## src/rtl/rtc_prescale_pkg.sv

```systemverilog
package rtc_prescale_pkg;
  localparam int unsigned SEL_W  = 3;
  localparam int unsigned MODE_W = SEL_W + 3;

  typedef struct packed {
    logic             src_pin;   // 1: count pin transitions
    logic             fall_edge; // 1: count high-to-low
    logic             to_wdt;    // 1: prescaler owned by watchdog
    logic [SEL_W-1:0] ps;
  } mode_t;

  localparam mode_t MODE_RST = '{src_pin: 1'b1, fall_edge: 1'b1, to_wdt: 1'b1, ps: '1};
endpackage

```

## src/rtl/rtc_pin_edge.sv

```systemverilog
module rtc_pin_edge #(
  parameter int unsigned SYNC_STAGES = 2
) (
  input  logic clk_i,
  input  logic rst_ni,
  input  logic pin_i,
  input  logic fall_sel_i,
  output logic edge_o
);
  logic [SYNC_STAGES-1:0] sync_q;
  logic                   prev_q;

  always_ff @(posedge clk_i or negedge rst_ni) begin
    if (!rst_ni) sync_q[0] <= 1'b0;
    else         sync_q[0] <= pin_i;
  end

  for (genvar i = 1; i < SYNC_STAGES; i++) begin : g_sync
    always_ff @(posedge clk_i or negedge rst_ni) begin
      if (!rst_ni) sync_q[i] <= 1'b0;
      else         sync_q[i] <= sync_q[i-1];
    end
  end

  always_ff @(posedge clk_i or negedge rst_ni) begin
    if (!rst_ni) prev_q <= 1'b0;
    else         prev_q <= sync_q[SYNC_STAGES-1];
  end

  assign edge_o = fall_sel_i ? (prev_q & ~sync_q[SYNC_STAGES-1])
                             : (~prev_q & sync_q[SYNC_STAGES-1]);
endmodule

```

## src/rtl/rtc_prescaler.sv

```systemverilog
module rtc_prescaler #(
  parameter int unsigned PS_W = 8,
  localparam int unsigned K_W = $clog2(PS_W + 1)
) (
  input  logic           clk_i,
  input  logic           rst_ni,
  input  logic           evt_i,
  input  logic           clr_i,
  input  logic [K_W-1:0] shift_i, // divide by 2^shift_i, 0..PS_W
  output logic           evt_o
);
  logic [PS_W-1:0] pre_q;
  logic [PS_W-1:0] mask;

  // shift_i == PS_W wraps the one to zero, giving an all-ones mask
  assign mask  = (PS_W'(1) << shift_i) - PS_W'(1);
  assign evt_o = evt_i & ((pre_q & mask) == mask);

  always_ff @(posedge clk_i or negedge rst_ni) begin
    if (!rst_ni)    pre_q <= '0;
    else if (clr_i) pre_q <= '0;
    else if (evt_i) pre_q <= pre_q + PS_W'(1);
  end
endmodule

```

## src/rtl/rtc_counter.sv

```systemverilog
module rtc_counter #(
  parameter int unsigned CNT_W = 8
) (
  input  logic             clk_i,
  input  logic             rst_ni,
  input  logic             evt_i,
  input  logic             we_i,
  input  logic [CNT_W-1:0] wdata_i,
  output logic [CNT_W-1:0] cnt_o,
  output logic             ovf_o
);
  always_ff @(posedge clk_i or negedge rst_ni) begin
    if (!rst_ni) begin
      cnt_o <= '0;
      ovf_o <= 1'b0;
    end else if (we_i) begin
      cnt_o <= wdata_i;
      ovf_o <= 1'b0;
    end else if (evt_i) begin
      cnt_o <= cnt_o + CNT_W'(1);
      ovf_o <= &cnt_o;
    end else begin
      ovf_o <= 1'b0;
    end
  end
endmodule

```

## src/rtl/rtc_wdt.sv

```systemverilog
module rtc_wdt #(
  parameter int unsigned WDT_W = 8
) (
  input  logic clk_i,
  input  logic rst_ni,
  input  logic evt_i,
  input  logic clr_i,
  output logic timeout_o
);
  logic [WDT_W-1:0] wdt_q;

  always_ff @(posedge clk_i or negedge rst_ni) begin
    if (!rst_ni) begin
      wdt_q     <= '0;
      timeout_o <= 1'b0;
    end else if (clr_i) begin
      wdt_q     <= '0;
      timeout_o <= 1'b0;
    end else if (evt_i) begin
      wdt_q     <= wdt_q + WDT_W'(1);
      timeout_o <= &wdt_q;
    end else begin
      timeout_o <= 1'b0;
    end
  end
endmodule

```

## src/rtl/rtc_prescale_top.sv

```systemverilog
module rtc_prescale_top
  import rtc_prescale_pkg::*;
#(
  parameter int unsigned CNT_W       = 8,
  parameter int unsigned WDT_W       = 8,
  parameter int unsigned SYNC_STAGES = 2
) (
  input  logic              clk_i,
  input  logic              rst_ni,
  input  logic              cyc_en_i,
  input  logic              ext_pin_i,
  input  logic              mode_we_i,
  input  logic [MODE_W-1:0] mode_wdata_i,
  input  logic              cnt_we_i,
  input  logic [CNT_W-1:0]  cnt_wdata_i,
  output logic [CNT_W-1:0]  cnt_o,
  output logic              cnt_ovf_o,
  input  logic              wdt_clr_i,
  input  logic              wdt_tick_i,
  output logic              wdt_timeout_o
);
  localparam int unsigned PS_W = 1 << SEL_W;
  localparam int unsigned K_W  = $clog2(PS_W + 1);

  mode_t          mode_q;
  logic           pin_evt, src_evt;
  logic           pre_in, pre_out, pre_clr;
  logic [K_W-1:0] shift;
  logic           cnt_evt, wdt_evt;

  always_ff @(posedge clk_i or negedge rst_ni) begin
    if (!rst_ni)        mode_q <= MODE_RST;
    else if (mode_we_i) mode_q <= mode_t'(mode_wdata_i);
  end

  rtc_pin_edge #(.SYNC_STAGES(SYNC_STAGES)) u_edge (
    .clk_i      (clk_i),
    .rst_ni     (rst_ni),
    .pin_i      (ext_pin_i),
    .fall_sel_i (mode_q.fall_edge),
    .edge_o     (pin_evt)
  );

  assign src_evt = mode_q.src_pin ? pin_evt : cyc_en_i;

  // Counter-owned table sits one power of two above the watchdog one
  assign shift   = mode_q.to_wdt ? K_W'(mode_q.ps) : K_W'(mode_q.ps) + K_W'(1);
  assign pre_in  = mode_q.to_wdt ? wdt_tick_i : src_evt;
  assign pre_clr = cnt_we_i | mode_we_i | (wdt_clr_i & mode_q.to_wdt);

  rtc_prescaler #(.PS_W(PS_W)) u_pre (
    .clk_i   (clk_i),
    .rst_ni  (rst_ni),
    .evt_i   (pre_in),
    .clr_i   (pre_clr),
    .shift_i (shift),
    .evt_o   (pre_out)
  );

  assign cnt_evt = mode_q.to_wdt ? src_evt : pre_out;
  assign wdt_evt = mode_q.to_wdt ? pre_out : wdt_tick_i;

  rtc_counter #(.CNT_W(CNT_W)) u_cnt (
    .clk_i   (clk_i),
    .rst_ni  (rst_ni),
    .evt_i   (cnt_evt),
    .we_i    (cnt_we_i),
    .wdata_i (cnt_wdata_i),
    .cnt_o   (cnt_o),
    .ovf_o   (cnt_ovf_o)
  );

  rtc_wdt #(.WDT_W(WDT_W)) u_wdt (
    .clk_i     (clk_i),
    .rst_ni    (rst_ni),
    .evt_i     (wdt_evt),
    .clr_i     (wdt_clr_i),
    .timeout_o (wdt_timeout_o)
  );
endmodule

```

## config.mk

```make
export PLATFORM = sky130hd
export DESIGN_NAME = rtc_prescale_top
export DESIGN_NICKNAME = d
export VERILOG_FILES = /design/src/rtl/rtc_prescale_pkg.sv /design/src/rtl/rtc_pin_edge.sv /design/src/rtl/rtc_prescaler.sv /design/src/rtl/rtc_counter.sv /design/src/rtl/rtc_wdt.sv /design/src/rtl/rtc_prescale_top.sv
export SDC_FILE = /design/constraint.sdc
export NUM_CORES = 1
export LEC_CHECK = 0
export ABC_AREA = 1
export CAP_MARGIN = 15
export CORE_MARGIN = 2
export CORE_UTILIZATION = 40
export DETAILED_ROUTE_END_ITERATION = 16
export MAX_ROUTING_LAYER = met4
export PLACE_DENSITY = 0.64
export SYNTH_ARGS = -nofsm -noshare
export SYNTH_HDL_FRONTEND = slang
export SYNTH_SLANG_ARGS = --single-unit
export TNS_END_PERCENT = 50
```

## constraint.sdc

```tcl
create_clock -name clk_i -period 4.7 [get_ports clk_i]
set_clock_uncertainty 0.1 [all_clocks]
set_input_delay 1.41 -clock clk_i [delete_from_list [all_inputs] [get_ports clk_i]]
set_output_delay 1.41 -clock clk_i [all_outputs]
set_load 0.01 [all_outputs]
```

==> results of run 1 <==
[metal layers]
metal | global-route usage [%] | wire, um | vias to the layer above
met4 | 4.29 | 42 | 0
li1 | - | - | 1028
met3 | 3.49 | 143 | 5
met2 | 30.1 | 2360 | 32
met5 | - | 0 | -
met1 | 22.2 | 2240 | 901
[power groups by stage]
stage	Clock [W]	Combinational (W)	Sequential, W
final	0.000224	0.000185	0.000352
after detailed placement	0	0.000187	0.000357
after CTS	0.000236	0.000187	0.000352
after global routing	0.000248	0.000212	0.000356
after floorplan	0	0.000111	0.000355
after global placement	0	0.000184	0.000357
[worst max path at each step]
| stage | to | startpoint | slack, ns | cells after the start |
|---|---|---|---|---|
| after floorplan | u_pre.pre_q[5] | wdt_tick_i | 2.00 | 9 |
| after global placement | u_pre.pre_q[4] | cnt_we_i | 1.42 | 6 |
| after detailed placement | u_pre.pre_q[0] | cnt_we_i | 1.33 | 6 |
| after CTS | u_pre.pre_q[0] | cnt_we_i | 1.64 | 6 |
| after global routing | u_pre.pre_q[0] | cnt_we_i | 1.43 | 6 |
| final | u_pre.pre_q[3] | cnt_we_i | 1.61 | 6 |
[worst reg2reg max path, stage by stage (launching register included)]
cell,delay [ns]
dfstp_2,0.57
ha_1,0.23
nand2_1,0.08
nand2_2,0.07
inv_1,0.08
nand2_2,0.07
inv_1,0.07
nand2_2,0.05
ha_1,0.27
nor2_1,0.03
a21oi_1,0.11
nand2_1,0.07
nor2_1,0.12
nand2_1,0.12
nand2_2,0.19
nand2_4,0.12
nand3_1,0.09
nand2_1,0.07
[cell usage after synthesis, drive strengths merged]
cell    number  area share, %
nand2       96             19
nor4         3           0.87
nor3b        2           0.70
inv         42            7.3
o21a         1           0.35
o21bai       1           0.35
o21ai       18            4.2
o31ai        3            1.0
dfstp        6            7.3
a21oi        7            1.6
nor3         9            2.3
clkbuf       4           0.70
dfrtp       29             34
xor2         5            2.0
and2         1           0.29
nand4       13            3.8
ha           5            2.9
or2          1           0.29
xnor2        2           0.81
nor2        16            3.3
buf          2           0.46
nand3       31            7.2
[sequential cells by signal, indices dropped and copies added, names as in the netlist]
register         count
mode_q               6
u_cnt.cnt_o          8
u_cnt.ovf_o          1
u_edge.prev_q        1
u_edge.sync_q        2
u_pre.pre_q          8
u_wdt.timeout_o      1
u_wdt.wdt_q          8
[kinds of logic after synthesis]
kind of cell,synth area share (%)
AO/OA/AOI/OAI,7.55
XOR/XNOR,2.84
adder cells (fa/ha/maj),2.90
buffers and inverters,8.47
flip-flops,41.0
AND/OR/NAND/NOR,37.3
[layout make-up]
class,count,area [um^2],share of cell area [%]
clock buffers,7,86.3,3.29
clock inverters,1,5.00,0.190
inverters,42,158,6.00
multi-input cells,214,1090,41.5
flip-flops and latches,35,883,33.6
well taps,70,87.6,3.33
repair buffers,32,318,12.1
[stage by stage]
stage | cell area (um^2) | cells
2_1_floorplan | 2160 | 297
6_report | 2630 | 401
3_3_place_gp | 2540 | 393
5_1_grt | 2630 | 401
4_1_cts | 2630 | 401
3_5_place_dp | 2540 | 393
==> flow_summary.toml, run 1 <==
[run_status]
status = "completed"

[cts]
cts_resized = 0
clock_sinks = 35
cts_hold_buf = 0
root_buffer = "clkbuf_8"
cts_setup_buffers = 0
clk_latency_ns = 0.28
ctsLongestPathBuffers = 2
cts_tree = "yes"
h-tree-depth = 2
cts_buffers = 5
cts.clk_slew.worst_paths_ns = 0.07

[critical_path]
regToRegStartpoint = "mode_q[1]"
endpoint_kind = "flop"
crit_buf_inv = 3
r2r-end = "u_wdt.wdt_q[1]"
path_class = "input port to flop"
cp.arrival_ns = 3.20
critical_path_required_ns = 4.80
crit_chain = "clkdlybuf4s50_1, inv_1, nand3_1, inv_1, o21ai_0, a21oi_1"
slowest_delay_ns = 0.64
crit_family = "buffers and inverters"
r2r_cells = 17
regToRegSetupSlack_ns = 2.08
crit_path_frequent_cell = "inv_1"
critPathLaunchType = "input port"
crit_slowest_cell = "clkdlybuf4s50_1"
path_max_fanout = 14

[pwr]
vdd_drop_max_v = 0.000166
p_per_area_nw_per_um2 = 290
combPwrFrac_pct = 24.3
net-switching-power_w = 0.000237
leakagePower_nw = 1.30
power_w = 0.000761
internal_power_w = 0.000524
p_seq_share_pct = 46.3
p_sw_share_pct = 31.1
p_clk_share_pct = 29.4

[synth]
synth_area_um2 = 2160
synth_warnings = 0
ys_seq_area_share_pct = 41.0
ys_ff_latch = 35
syn_avg_cell_area_um2 = 7.26
yosysUniqueCellTypes = 28
syn_nets = 324
netlist_instances = 297

[floorplan]
ios = 32
dieWidth_um = 77.4
core_um2 = 5140
die-area_um2 = 5990
rows = 26
fp.dieH_um = 77.4
start_util_pct = 41.9

[min_path]
hold_path_end = "u_edge.sync_q[1]"
holdPathStages = 0
min_from = "u_edge.sync_q[0]"
min_path_type = "flop to flop"

[cells_and_area]
drive_gt1_share_pct = 8.76
final_cell_mix = "86 x nand2_1, 41 x inv_1, 31 x nand3_1, 31 x clkdlybuf4s50_1, 29 x dfrtp_1"
final_common_cell = "nand2_1"
fin_nets = 357
num-fill-cells = 538
area_delta_synth_final_pct = 21.9
diodes = 0
final_util_pct = 51.1

[placement]
hpwlAfterDp_um = 3600
portBuffers = 31
pre_cts_slack_ns = 1.33
gp_congestion = 0.859

[sta]
slew_headroom_pct = 70.2
setup_viol = 0
post-route-min-period_ns = 3.09
setup_ws_ns = 1.61
whs_ns = 0.252
maxSlewViolCount = 0
worst_pin_slew_ns = 0.446
fmaxAchievable_mhz = 323
fin_crit_sh_pct = 65.8
rsz0062_at_grt = "no"
hold_violations = 0
tns_ns = 0

[detailed_routing]
routedWlPerCell_um = 12.0
ant_nets = 0
drcViolationCount = 0
postRouteWirelength_um = 4790
via_per_inst = 4.90
drt_iter0_markers = 87
first_pass_iters = 4
vias = 1966

[grt]
globalRouteOverflowTotal = 0
grt_pass1_vias = 1897
grt_use_total_pct = 17.9
grt_max_degree = 36
grt_pass1_wl_um = 8510
grt_antenna_before_repair = 0

[job]
drv_cap = 0
(Power assumes the default switching activity.)
==> run 2: changes to the inputs <==
==> constraint.sdc (replaced) <==
create_clock -name clk_i -period 3.22 [get_ports clk_i]
set_clock_uncertainty 0.1 [all_clocks]
set_input_delay 0.966 -clock clk_i [delete_from_list [all_inputs] [get_ports clk_i]]
set_output_delay 0.966 -clock clk_i [all_outputs]
set_load 0.01 [all_outputs]
==> flow_summary.toml, run 2 (same netlist as run 1, synthesis figures left out) <==
[run_status]
status = "completed"

[sta]
post-route-min-period_ns = 2.64
slew_headroom_pct = 68.4
tns_ns = 0
fmaxAchievable_mhz = 379
setup_viol = 0
maxSlewViolCount = 0
worst_pin_slew_ns = 0.472
rsz0062_at_grt = "no"
hold_violations = 0
whs_ns = 0.259
fin_crit_sh_pct = 82.0
setup_ws_ns = 0.581

[cells_and_area]
reg.largest.list = "u_cnt.cnt_o (8), u_pre.pre_q (8), u_wdt.wdt_q (8)"
final_util_pct = 51.4
final_common_cell = "nand2_1"
final_cell_mix = "86 x nand2_1, 41 x inv_1, 31 x nand3_1, 31 x clkdlybuf4s50_1, 29 x dfrtp_1"
drive_gt1_share_pct = 9.31
area_delta_synth_final_pct = 22.6
stdcell_area_um2 = 2640
fin_nets = 359
diodes = 0

[cts]
cts_hold_buf = 0
cts_buffers = 5
root_buffer = "clkbuf_8"
cts_tree = "yes"
ctsLongestPathBuffers = 2
clk_latency_ns = 0.29
h-tree-depth = 2
cts.clk_slew.worst_paths_ns = 0.07
cts_setup_buffers = 0
cts_resized = 0
clock_sinks = 35

[critical_path]
critical_path_required_ns = 3.31
path_max_fanout = 9
critPathLaunchType = "flop"
endpoint_kind = "flop"
cp.arrival_ns = 2.72
path_class = "flop to flop"
regToRegSetupSlack_ns = 0.58

[detailed_routing]
drcViolationCount = 0
via_per_inst = 4.85
ant_nets = 0
first_pass_iters = 4
routedWlPerCell_um = 11.5
vias = 1956
drt_iter0_markers = 76
postRouteWirelength_um = 4640

[floorplan]
rows = 26
core_um2 = 5140
die-area_um2 = 5990
start_util_pct = 41.9
dieWidth_um = 77.4
ios = 32
fp.dieH_um = 77.4

[pwr]
p_per_area_nw_per_um2 = 423
combPwrFrac_pct = 24.3
internal_power_w = 0.000767
net-switching-power_w = 0.000350
p_sw_share_pct = 31.3
leakagePower_nw = 1.31
p_clk_share_pct = 29.9
p_seq_share_pct = 45.8
vdd_drop_max_v = 0.000271

[grt]
grt_use_total_pct = 17.5
grt_pass1_wl_um = 8310
grt_antenna_before_repair = 0
globalRouteOverflowTotal = 0
grt_max_degree = 36
grt_pass1_vias = 1910

[placement]
gp_congestion = 0.791
hpwlAfterDp_um = 3410
dpl_cell_area_um2 = 2550
pre_cts_slack_ns = 0.542
portBuffers = 31

[min_path]
min_path_type = "flop to flop"

[job]
drv_cap = 0
[run 2: cell types whose count changed in the layout (fill, tap and decap cells not counted), sizes merged]
cell | previous run | this run
buf | 1 | 3
[run 2: power by group through the flow]
stage	logic [W]	clock network (W)	registers (W)
after floorplan	0.000162	0	0.000519
after global placement	0.000270	0	0.000518
after detailed placement	0.000273	0	0.000518
after global routing	0.000310	0.000362	0.000517
final	0.000272	0.000334	0.000512
after CTS	0.000274	0.000349	0.000511
[run 2: area by class of cell]
cell class / instances / area (um^2)
Fill cell: 526 / 2500
Multi-Input combinational cell: 214 / 1090
Sequential cell: 35 / 883
Timing Repair Buffer: 34 / 333
Inverter: 42 / 158
Tap cell: 70 / 87.6
Clock buffer: 7 / 86.3
Clock inverter: 1 / 5.00
[run 2: final timing paths]
kind | start | endpoint | cells after the start
max in group asynchronous | rst_ni | mode_q[2] | 2
min in group asynchronous | rst_ni | u_cnt.cnt_o[3] | 2
max reg2reg | mode_q[1] | u_wdt.wdt_q[1] | 17
max | mode_q[1] | u_wdt.wdt_q[1] | 17
min | u_edge.sync_q[0] | u_edge.sync_q[1] | 0
min reg2reg | u_edge.sync_q[0] | u_edge.sync_q[1] | 0
[run 2: worst max-delay path, cell delays in order, from the launching register on]
cell and delay [ns]:
dfstp_2 0.57, ha_1 0.23, nand2_1 0.08, nand2_2 0.07, inv_1 0.08, nand2_2 0.07
inv_1 0.07, nand2_2 0.06, ha_1 0.28, nor2_1 0.04, a21oi_1 0.11, nand2_1 0.06
nor2_1 0.11, nand2_1 0.12, nand2_2 0.21, nand2_4 0.13, nand3_1 0.09, nand2_1 0.06
[run 2: per-layer routing]
metal	global-route usage [%]	routed length, um
met1	22.8	2330
met2	27.6	2100
met3	3.95	157
met4	5.18	53
met5	-	0
[run 2: through the flow]
| stage | total power [W] | std cells |
|---|---|---|
| floorplan | 0.000681 | 297 |
| global placement | 0.000789 | 395 |
| detailed placement | 0.000792 | 395 |
| CTS | 0.00113 | 403 |
| global route | 0.00119 | 403 |
| finish | 0.00112 | 403 |
